<file path="src/rtl/embsync_lock_check.sv">
module embsync_lock_check #(
  parameter int LANES        = 4,
  parameter int LANE_BITS    = 7,
  parameter int NUM_ALIGN    = 8,
  parameter int ALIGN_STEP   = 2,
  parameter int ACTIVE_PIX   = 1920,
  parameter int ACTIVE_LINES = 1080,
  parameter int MAX_GAP      = 4096
) (
  input  logic                       clk,
  input  logic                       rst,
  input  logic [LANES*LANE_BITS-1:0] rx_word,
  output logic                       locked,
  output logic [2:0]                 status_code,
  output logic                       vsync,
  output logic                       hsync,
  output logic                       de
);

  localparam int PW = $clog2(ACTIVE_PIX + 5);
  localparam int GW = $clog2(MAX_GAP + 1);
  localparam int LW = $clog2(ACTIVE_LINES + 2);
  localparam logic [PW-1:0] PIX_END   = PW'(ACTIVE_PIX + 3);
  localparam logic [PW-1:0] PIX_CAP   = PW'(ACTIVE_PIX + 4);
  localparam logic [GW-1:0] GAP_END   = GW'(MAX_GAP - 1);
  localparam logic [LW-1:0] LINE_GOAL = LW'(ACTIVE_LINES);
  localparam logic [LW-1:0] LINE_CAP  = LW'(ACTIVE_LINES + 1);

  function automatic logic tag_ok(input logic [7:0] x);
    return x[7] & (x[3] == (x[5] ^ x[4])) & (x[2] == (x[6] ^ x[4])) &
           (x[1] == (x[6] ^ x[5])) & (x[0] == (x[6] ^ x[5] ^ x[4]));
  endfunction

  logic [NUM_ALIGN-1:0]      hit, valid;
  logic [NUM_ALIGN-1:0][7:0] cur;

  for (genvar k = 0; k < NUM_ALIGN; k++) begin : g_win
    logic [7:0] h0, h1, h2;
    assign cur[k] = rx_word[k*ALIGN_STEP +: 8];
    always_ff @(posedge clk) begin
      if (rst) begin
        h0 <= '0;
        h1 <= '0;
        h2 <= '0;
      end else begin
        h2 <= h1;
        h1 <= h0;
        h0 <= cur[k];
      end
    end
    assign hit[k]   = (h2 == 8'hFF) && (h1 == 8'h00) && (h0 == 8'h00);
    assign valid[k] = hit[k] && tag_ok(cur[k]);
  end

  logic       any_valid;
  logic [2:0] pick;
  always_comb begin
    any_valid = 1'b0;
    pick      = '0;
    for (int k = NUM_ALIGN - 1; k >= 0; k--) begin
      if (valid[k]) begin
        any_valid = 1'b1;
        pick      = 3'(k);
      end
    end
  end

  logic          sel_valid, in_line, seen_start, prev_v;
  logic [2:0]    sel;
  logic [1:0]    good_cnt;
  logic [PW-1:0] pix_cnt;
  logic [GW-1:0] gap_cnt;
  logic [LW-1:0] line_cnt;

  logic [7:0] s_xy;
  logic s_hit, s_ev, sav_act, eav_act, eav_blk, frame_end;
  logic gap_hit, bad_tag, struct_err, fault;

  assign s_hit     = hit[sel];
  assign s_xy      = cur[sel];
  assign s_ev      = sel_valid & s_hit & valid[sel];
  assign sav_act   = s_ev & ~s_xy[4] & ~s_xy[5];
  assign eav_act   = s_ev &  s_xy[4] & ~s_xy[5];
  assign eav_blk   = s_ev &  s_xy[4] &  s_xy[5];
  assign frame_end = eav_blk & ~prev_v;
  assign gap_hit   = sel_valid & ~s_hit & (gap_cnt == GAP_END);
  assign bad_tag   = sel_valid & s_hit & ~valid[sel];
  assign struct_err = seen_start &
                      ((eav_act & (~in_line | (pix_cnt != PIX_END))) |
                       (sav_act & in_line) |
                       (frame_end & (line_cnt != LINE_GOAL)));
  assign fault       = bad_tag | gap_hit | struct_err;
  assign de          = in_line;
  assign status_code = sel;

  always_ff @(posedge clk) begin
    if (rst) begin
      sel_valid  <= 1'b0;
      sel        <= '0;
      locked     <= 1'b0;
      good_cnt   <= '0;
      in_line    <= 1'b0;
      seen_start <= 1'b0;
      prev_v     <= 1'b1;
      vsync      <= 1'b0;
      hsync      <= 1'b0;
      pix_cnt    <= '0;
      gap_cnt    <= '0;
      line_cnt   <= '0;
    end else if (!sel_valid) begin
      if (any_valid) begin
        sel_valid  <= 1'b1;
        sel        <= pick;
        gap_cnt    <= '0;
        seen_start <= 1'b0;
        in_line    <= 1'b0;
        prev_v     <= 1'b1;
      end
    end else if (fault) begin
      sel_valid  <= 1'b0;
      locked     <= 1'b0;
      good_cnt   <= '0;
      in_line    <= 1'b0;
      seen_start <= 1'b0;
      vsync      <= 1'b0;
      hsync      <= 1'b0;
      pix_cnt    <= '0;
      gap_cnt    <= '0;
      line_cnt   <= '0;
    end else begin
      gap_cnt <= s_hit ? '0 : gap_cnt + 1'b1;
      if (in_line && pix_cnt != PIX_CAP) pix_cnt <= pix_cnt + 1'b1;
      if (s_ev) begin
        vsync  <= s_xy[5];
        hsync  <= s_xy[4];
        prev_v <= s_xy[5];
        if (!s_xy[4]) begin
          in_line <= ~s_xy[5];
          if (!s_xy[5]) pix_cnt <= '0;
        end else begin
          in_line <= 1'b0;
        end
      end
      if (eav_act && line_cnt != LINE_CAP) line_cnt <= line_cnt + 1'b1;
      if (eav_blk) begin
        line_cnt   <= '0;
        seen_start <= 1'b1;
      end
      if (frame_end && seen_start) begin
        if (good_cnt != 2'd2) good_cnt <= good_cnt + 2'd1;
        if (good_cnt != 2'd0) locked <= 1'b1;
      end
    end
  end

  a_r1_reset_clears: assert property (@(posedge clk)
    rst |=> !locked && status_code == 3'd0 && !de && !vsync && !hsync);

  a_r7_lock_on_frame_end: assert property (@(posedge clk) disable iff (rst)
    $rose(locked) |-> $past(frame_end) && $past(seen_start));

  a_r8_fault_drops: assert property (@(posedge clk) disable iff (rst)
    (sel_valid && fault) |=> !locked && !de && !sel_valid);

  a_r3_code_held: assert property (@(posedge clk) disable iff (rst)
    (locked && $past(locked)) |-> $stable(status_code));

  a_r4_de_not_blank: assert property (@(posedge clk) disable iff (rst)
    de |-> !vsync);

  a_r12_double_sav: assert property (@(posedge clk) disable iff (rst)
    (sel_valid && sav_act && in_line && seen_start) |=> !sel_valid);

endmodule

</file>
<file path="config.mk">
export PLATFORM = sky130hd
export DESIGN_NAME = embsync_lock_check
export DESIGN_NICKNAME = d
export VERILOG_FILES = /design/src/rtl/embsync_lock_check.sv
export SDC_FILE = /design/constraint.sdc
export NUM_CORES = 1
export LEC_CHECK = 0
export ABC_CLOCK_PERIOD_IN_PS = 6350
export CORE_ASPECT_RATIO = 0.5
export CORE_MARGIN = 2
export CORE_UTILIZATION = 35
export DETAILED_ROUTE_END_ITERATION = 8
export HOLD_SLACK_MARGIN = 0.03
export SLEW_MARGIN = 20
export SYNTH_ARGS = -nofsm -noshare
export SYNTH_HDL_FRONTEND = slang
export SYNTH_SLANG_ARGS = --single-unit
</file>
<file path="constraint.sdc">
create_clock -name clk -period 6.35 [get_ports clk]
set_input_delay 1.905 -clock clk [delete_from_list [all_inputs] [get_ports clk]]
set_output_delay 1.905 -clock clk [all_outputs]
set_load 0.005 [all_outputs]
</file>
# Yosys cells after proc, flatten, opt, wreduce, memory -nomap -nowiden
# Cells that the tools add are included.
[word_totals] inputBits=30 output_inout_bits=7 regBits=239 elab_cells=298
[op_classes] n_reduce_logical=58 n_addsub=4 muxes=58 n_eq_ne=50 n_bitwise=91 order_cmp=1
[ops] operator="$logic_not 8->1" n=16
[ops] operator="$mux 11" n=8
[ops] operator="$eq 8x8->1 const B" n=8
[ops] operator="$mux 13" n=4
[ops] operator="$and 1x1->1" n=47
[ops] operator="$ne 11x11->1 const B" n=4
[ops] operator="$eq 1x1->1" n=32
[ops] operator="$xor 1x1->1" n=32
[ops] operator="$mux 1" n=31
[ops] operator="$logic_and 1x1->1" n=27
[ops] operator="$bmux 8 s3" n=1
[ops] operator="$mux 3" n=8
[ops] operator="$add 11x1->11 const B" n=2
[ops] operator="$add 13x1->13 const B" n=1
[ops] operator="$eq 13x12->1 const B" n=1
[ops] operator="$reduce_bool 2->1" n=6
[ops] operator="$reduce_and 2->1" n=5
[ops] operator="$reduce_and 3->1" n=3
[ops] operator="$not 1->1" n=7
[ops] operator="$bmux 1 s3" n=2
[ops] operator="$mux 2" n=3
[ops] operator="$mux 6" n=1
[ops] operator="$ne 3x1->1 const B" n=2
[ops] operator="$or 1x1->1" n=5
[ops] operator="other kinds (5)" n=6

# Depth between registers and ports, before layout
# Gate-level depths: netlist of run 1.
[logic_depth] depth_word=19 mapped_depth=13 ltp_nobuf=10

# Worst setup path before layout of run 1
# Ideal clock, no wire load.
[synth_timing] path_kind="input to register" startpoint="input rx_word[9]" endpoint="register line_cnt[1]" required_time_ns=6.220 arrival_ns=4.020 n_path_buf=3 cell_stages=11 setup_slack_ns=2.200 setup_ns=0.130 path_cell_list="buf_2 > xor2_1 > or3_1 > a22oi_1 > nand3_1 > o311ai_4 > o31ai_2 > buf_6 > buf_2 > o41ai_1 > a21oi_1"
[synth_via] elab_chain_len=19 word_cells_on_any_way=53 cone_classes="eq/ne: 5; mux: 6; bitwise: 35; reduce/logical: 7"
[synth_rtl] item="start: declaration" line_no="12" rtl="input logic [LANES*LANE_BITS-1:0] rx_word,"
[synth_rtl] item="$xor 1x1->1" line_no="30" rtl="return x[7] & (x[3] == (x[5] ^ x[4])) & (x[2] == (x[6] ^ x[4])) &"
[synth_rtl] item="$eq 1x1->1" line_no="30"
[synth_rtl] item="$and 1x1->1 (3 in series)" line_no="30"
[synth_rtl] item="$and 1x1->1" line_no="31" rtl="(x[1] == (x[6] ^ x[5])) & (x[0] == (x[6] ^ x[5] ^ x[4]));"
[synth_rtl] item="$logic_and 1x1->1" line_no="52" rtl="assign valid[k] = hit[k] && tag_ok(cur[k]);"
[synth_rtl] item="$bmux 1 s3" line_no="81, 87"
[synth_rtl] item="$mux 1 (implied by the code)" line_no="81, 87"
[synth_rtl] item="$and 1x1->1" line_no="81" rtl="assign s_ev = sel_valid & s_hit & valid[sel];"
[synth_rtl] item="$and 1x1->1 (on tied branches)" line_no="83, 84, 82"
[synth_rtl] item="$and 1x1->1 (on tied branches)" line_no="83, 82, 84"
[synth_rtl] item="$and 1x1->1 (on tied branches)" line_no="89, 85, 90"
[synth_rtl] item="$or 1x1->1 / $and 1x1->1 (equally long branches)" line_no="89, 91"
[synth_rtl] item="$or 1x1->1" line_no="90" rtl="(sav_act & in_line) |"
[synth_rtl] item="$and 1x1->1" line_no="88" rtl="assign struct_err = seen_start &"
[synth_rtl] item="$or 1x1->1" line_no="92" rtl="assign fault = bad_tag | gap_hit | struct_err;"
[synth_rtl] item="$reduce_bool 3->1 (no source line)"
[synth_rtl] item="$reduce_and 2->1 (no source line)"
[synth_rtl] item="end signal: assignment" line_no="144" rtl="if (eav_act && line_cnt != LINE_CAP) line_cnt <= line_cnt + 1'b1;"
[synth_rtl] item="end: declaration" line_no="73" rtl="logic [LW-1:0] line_cnt;"
# Several ways; a longest one is shown, not always the timed one. The select of a mux whose other input is x is not followed.
# A chain may end at the register's enable or synchronous reset.

# Worst setup path in the final report of run 1
[layout_timing] startpoint="input rx_word[15]" endpoint="register seen_start"
[layout_via] elab_chain_len=19 word_cells_on_any_way=61 cone_classes="eq/ne: 6; mux: 14; bitwise: 35; reduce/logical: 6"
[layout_rtl] item="$xor 1x1->1" line_no="30"
[layout_rtl] item="$eq 1x1->1" line_no="30"
[layout_rtl] item="$and 1x1->1 (3 in series)" line_no="30"
[layout_rtl] item="$and 1x1->1" line_no="31"
[layout_rtl] item="$logic_and 1x1->1" line_no="52"
[layout_rtl] item="$bmux 1 s3" line_no="81, 87"
[layout_rtl] item="$mux 1 (implied by the code)" line_no="81, 87"
[layout_rtl] item="$and 1x1->1" line_no="81"
[layout_rtl] item="$and 1x1->1 (on tied branches)" line_no="83, 84, 82"
[layout_rtl] item="$and 1x1->1 (on tied branches)" line_no="83, 82, 84"
[layout_rtl] item="$and 1x1->1 (on tied branches)" line_no="89, 85, 90"
[layout_rtl] item="$or 1x1->1 / $and 1x1->1 (equally long branches)" line_no="89, 91"
[layout_rtl] item="$or 1x1->1" line_no="90"
[layout_rtl] item="$and 1x1->1" line_no="88"
[layout_rtl] item="$or 1x1->1" line_no="92"
[layout_rtl] item="$ne 3x1->1 (no source line) / $mux 1 (equally long branches)"
[layout_rtl] item="$reduce_and 2->1 (no source line) / $mux 1 (equally long branches)"
[layout_rtl] item="end signal: assignment" line_no="103" rtl="seen_start <= 1'b0;"
[layout_rtl] item="end signal: assignment" line_no="115" rtl="seen_start <= 1'b0;"
[layout_rtl] item="end signal: assignment" line_no="124" rtl="seen_start <= 1'b0;"
[layout_rtl] item="end: declaration" line_no="68" rtl="logic sel_valid, in_line, seen_start, prev_v;"
# Several ways; a longest one is shown, not always the timed one. The select of a mux whose other input is x is not followed.

==> metrics.txt, run 1 <==
area delta synth->final 17.9%; Worst-path clk slew 0.05 ns; final setup vio count 0; Yosys warnings 0; TritonCTS Buffers 17; Slew headroom roughly 44%; critical path, cell by cell clkdlybuf4s50_1 > mux2i_1 > mux4_2 > a2111o_1 > o31ai_1 > a21oi_1 > o31ai_1 > a21o_1 > and3b_1; DIE AREA between 0.015 and 0.02 mm²; Crit path top cell by count o31ai_1; setup_tns 0 ns; Critical Path AT around 5.2 ns; hpwl dp roughly 9.4 mm; pwr/cell area roughly 270 mW/mm²; Synth Cell Area 0.00594 mm²; total global-route track usage around 16%; worst slew pin tran between 0.8 and 0.9 ns; count of unique library cells instantiated by Yosys 75; port bufs 30; most frequent cells in the layout dfxtp_1 (113), nor2b_1 (69), nor2_1 (44), a21oi_1 (36), nand2_1 (31); CP required approximately 6.7 ns; Crit path largest cell delay a little under 0.9 ns; Syn Inst Count around 680; cell depth of the worst hold path 1; Yosys reg bits around 110; Startpoint Class input port; number of DRC violations after detailed-routing iteration 0 slightly above 400; Post-Route WL 13.8 mm; hold crit path type reg -> reg; Avg WL per Cell 14.9 µm; critical path peak fanout 18; Nets 724; first-pass GRT wire length roughly 23 mm; root buffer cell clkbuf_16; Post-synth ARST share 0%; final period utilization 76.4%; maximum vdd ir drop ~0.00014 V; clock sink count about 110; unrepaired setup endpoints after global routing no; Clk Latency, worst-skew pair around 0.42 ns; Pins Over Slew Limit 0; crit path time final between 4 and 5 ns; largest net degree at the start of global routing 58; DIE WIDTH about 190 µm; R2R depth 8; Placeable Area about 0.016 mm²; hold_buf cts 0; sequential element share of the synthesized area roughly two fifths; Post-synth EDFFs 0; RD Place Congestion 0.923; H-tree levels 4; initial antenna violation count 0; CTS max path bufs 2; status completed; Max Clk Rate roughly 0.21 GHz; Post-route DRC 0; share of cells above drive strength 1 under 10%; vias per cell around 5.3; Crit-path slowest cell clkdlybuf4s50_1; syn avg cell area 8.79 µm²; crit path capture type flop; Overflow after GRT 0; Starting Density around 36%; Setup Buffers After CTS 0; commonest non-fill, non-tap cell in the layout dfxtp_1; Final Hold Fails 0; syn_nets slightly above 700; TritonCTS clock tree yes; 1st-pass router iterations 5; clk_skew just over 0.01 ns; post-route ant nets 0; number of global-route vias before repair between 4000 and 5000; DR vias 4941; Antenna Cells 0; post-layout utilization of the core a little over two fifths; LEAKAGE 2.51 nW; Die Height roughly 96 µm; FP Rows 33; prevailing post-synth register cell dfxtp_1; Max Cap Violations 0; post-CTS sizing 0; # IOs 37; Setup CP Type in -> reg; Power Total ~1.9 mW
-- flip-flops by register name, summed over array words and instances, names as in the netlist --
register,flops
g_win.h2,22
locked,1
pix_cnt,11
de,1
vsync,1
hsync,1
status_code,3
sel_valid,1
line_cnt,11
prev_v,1
gap_cnt,13
g_win.h1,22
g_win.h0,22
seen_start,1
good_cnt,2
-- worst max-delay path: cells and delay by family --
family / cells / cell delay [ns]
muxes: 2 / 0.86
AOI/OAI and AO/OA: 5 / 1.26
buffers and inverters: 1 / 0.87
and+or+nand+nor: 1 / 0.25
-- per-stage QoR --
| stage | setup slack (ns) | std cells | cell area (µm²) | hold slack (ns) |
|---|---|---|---|---|
| 2_1_floorplan | 2.20 | 675 | 5940 | 0.430 |
| 3_3_place_gp | 1.12 | 894 | 6360 | 0.434 |
| 3_5_place_dp | 1.11 | 894 | 6360 | 0.449 |
| 4_1_cts | 1.55 | 926 | 7000 | 0.457 |
| 5_1_grt | 1.30 | 926 | 7000 | 0.470 |
| 6_report | 1.50 | 926 | 7000 | 0.450 |
-- cell families after synthesis --
group / count (synthesis) / synth area share (%)
mux: 17 / 3.54
xor+xnor: 32 / 5.19
compound gates: 123 / 15.1
fa+ha+maj: 8 / 1.69
simple gates: 317 / 31.8
flops: 113 / 38.1
buf+inv: 65 / 4.64
-- area by class of cell --
cell class	instances	area (µm²)
flip-flops and latches	113	2260
repair buffers	36	340
fillers	1620	9480
inverters	21	78.8
well taps	227	284
clock buffers	24	512
multi-input cells	497	3400
clock inverters	8	124
-- per-layer routing --
layer | global-route usage, % | part of all wire (%) | vias to the layer above
li1 | - | - | 2467
met1 | 21.6 | 50 | 2366
met2 | 26.3 | 45 | 92
met3 | 4.08 | 4.1 | 16
met4 | 4.72 | 0.97 | 0
met5 | 0 | 0 | -
-- where the power goes --
group / internal [mW] / switching [mW]
registers: 0.727 / 0.00671
clock network: 0.679 / 0.335
logic: 0.0497 / 0.0645
-- final timing paths --
kind                          startpoint                   endpoint  slack [ns]
max                          rx_word[15]    seen_start$_SDFFE_PP0P_        1.50
min            g_win[0].h1[6]$_SDFF_PP0_  g_win[0].h2[6]$_SDFF_PP0_        0.45
max reg2reg  status_code[1]$_SDFFE_PP0P_    seen_start$_SDFFE_PP0P_        2.98
min reg2reg    g_win[0].h1[6]$_SDFF_PP0_  g_win[0].h2[6]$_SDFF_PP0_        0.45
-- synth_stat cells, drive strengths merged, types with 13 or more instances --
library cell,number,area (µm²)
a21oi,38,198
and2,15,93.8
and3,17,106
o21ai,18,90.1
nand3,30,150
buf,20,106
dfxtp,113,2260
xor2,22,193
nor2,44,165
clkbuf,24,90.1
nand4,13,81.3
nor2b,69,432
inv,21,78.8
nand2,31,116
or3,17,111
Power figures use the tool's default switching activity.
==> run 2: changes to the inputs <==
- ABC_CLOCK_PERIOD_IN_PS: 6350 -> 5000
- clock period: 6.35 -> 5 ns (I/O delays scaled with it)
==> metrics.txt, run 2 (same netlist as run 1, synthesis figures left out) <==
unrepaired setup endpoints after global routing no; Comb power frac between 6 and 7%; Post-Route WL 13.7 mm; Slew headroom 46.9%; CP required 5.33 ns; sw power around 0.54 mW; Flop pwr share a little under two fifths; Pins Over Slew Limit 0; Max Used Layer met4; hpwl dp approximately 9.4 mm; R2R depth 8; clk_skew between 0.01 and 0.015 ns; crit path capture type flop; largest net degree at the start of global routing between 50 and 60; post-CTS sizing 0; clock sink count 113; Clk Latency, worst-skew pair 0.41 ns; WL met3 ~500 µm; hold crit path type reg -> reg; WHS Endpoint locked$_SDFFE_PP0P_; wire length on met1 roughly 7 mm; Setup Buffers After CTS 0; most frequent cells in the layout dfxtp_1 (113), nor2b_1 (69), nor2_1 (44), a21oi_1 (36), nand2_1 (31); root buffer cell clkbuf_16; DR WL met2 approximately 6.2 mm; commonest non-fill, non-tap cell in the layout dfxtp_1; Starting Density 36.0%; hold_buf cts 0; Largest regs g_win.h0 x22, g_win.h1 x22, g_win.h2 x22; pwr/cell area between 300 and 400 mW/mm²; CTS max path bufs 2; Critical Path AT about 4.7 ns; Avg WL per Cell 14.7 µm; number of global-route vias before repair between 4000 and 5000; setup_tns 0 ns; Die Height between 90 and 100 µm; Placeable Area about 0.016 mm²; Antenna Cells 0; share of cells above drive strength 1 around a tenth; number of DRC violations after detailed-routing iteration 0 435; Max Clk Rate between 0.2 and 0.25 GHz; Worst-path clk slew around 0.060 ns; first-pass GRT wire length ~23 mm; final period utilization around 87%; maximum vdd ir drop 0.000181 V; initial antenna violation count 0; area delta synth->final 19.9%; # IOs 37; Hold Crit Start locked$_SDFFE_PP0P_; H-tree levels 4; RD Place Congestion 0.902; Critical Path Start rx_word[14]; total global-route track usage 15.7%; final setup vio count 0; FP Rows 33; Post-Layout Inst Area ~0.0071 mm²; Final Hold Fails 0; vias per cell about 5.3; Setup CP Type in -> reg; Nets approximately 730; FF-to-FF setup slack ~1.6 ns; LEAKAGE 2.58 nW; critical path peak fanout 21; 1st-pass router iterations 5; cell depth of the worst hold path 2; Max Cap Violations 0; Startpoint Class input port; Fill cells around 1600; Crit Reg-Reg Endpoint gap_cnt[9]$_SDFFE_PP0P_; post-route ant nets 0; Placed Area between 0.006 and 0.007 mm²; status completed; worst slew pin tran ~0.80 ns; Internal roughly 1.9 mW; Post-route DRC 0; DIE WIDTH approximately 190 µm; reg-to-reg startpoint status_code[2]$_SDFFE_PP0P_; crit path time final approximately 4.4 ns; Clk pwr share 55.5%; TritonCTS clock tree yes; DR vias slightly below 5000; Overflow after GRT 0; Sw Share 22.1%; DIE AREA 0.0181 mm²; port bufs 30; TritonCTS Buffers 17
[run 2: critical path, stage by stage]
cell and delay, ns:
clkdlybuf4s50_1 0.69, xor2_1 0.29, or3_1 0.38, a221oi_2 0.38, nand4_1 0.25, o311ai_4 0.23, o31ai_2 0.15, buf_12 0.20
or4_1 0.46, a21oi_1 0.16
[run 2: worst max-delay path by stage]
stage	cells past startpoint	slack [ns]	endpoint
after floorplan	11	1.26	line_cnt[1]$_SDFFE_PP0P_
after global placement	10	0.30	pix_cnt[2]$_SDFFE_PP0P_
after detailed placement	10	0.28	pix_cnt[2]$_SDFFE_PP0P_
after CTS	10	0.69	pix_cnt[2]$_SDFFE_PP0P_
after global routing	10	0.34	pix_cnt[6]$_SDFFE_PP0P_
final	10	0.64	de$_SDFFE_PP0P_
[run 2: power by group through the flow]
| stage | clock network (mW) | registers (mW) | logic [mW] |
|---|---|---|---|
| finish | 1.35 | 0.931 | 0.151 |
| global route | 1.41 | 0.933 | 0.167 |
| CTS | 1.37 | 0.931 | 0.151 |
| detailed placement | 0 | 0.950 | 0.150 |
| global placement | 0 | 0.950 | 0.149 |
| floorplan | 0 | 0.948 | 0.103 |
[run 2: metrics by stage]
step	setup WS, ns	cells	hold slack (ns)	utilization (%)	power, mW
global route	0.336	936	0.470	43.2	2.51
global placement	0.305	904	0.436	39.2	1.10
CTS	0.692	936	0.454	43.2	2.45
detailed placement	0.276	904	0.441	39.2	1.10
floorplan	1.26	675	0.430	-	1.05
finish	0.642	936	0.451	43.2	2.43
[run 2: routing by layer]
metal | global-route usage (%) | up-vias
met5 | 0 | -
met4 | 4.59 | 0
met3 | 3.28 | 11
met2 | 25.3 | 106
met1 | 21.3 | 2356
li1 | - | 2482
[run 2: cell type report]
type	instances	area, µm²	area share [%]
multi-input cells	497	3400	47.7
flip-flops and latches	113	2260	31.8
clock buffers	18	439	6.17
repair buffers	46	428	6.01
well taps	227	284	3.99
clock inverters	14	226	3.18
inverters	21	78.8	1.11
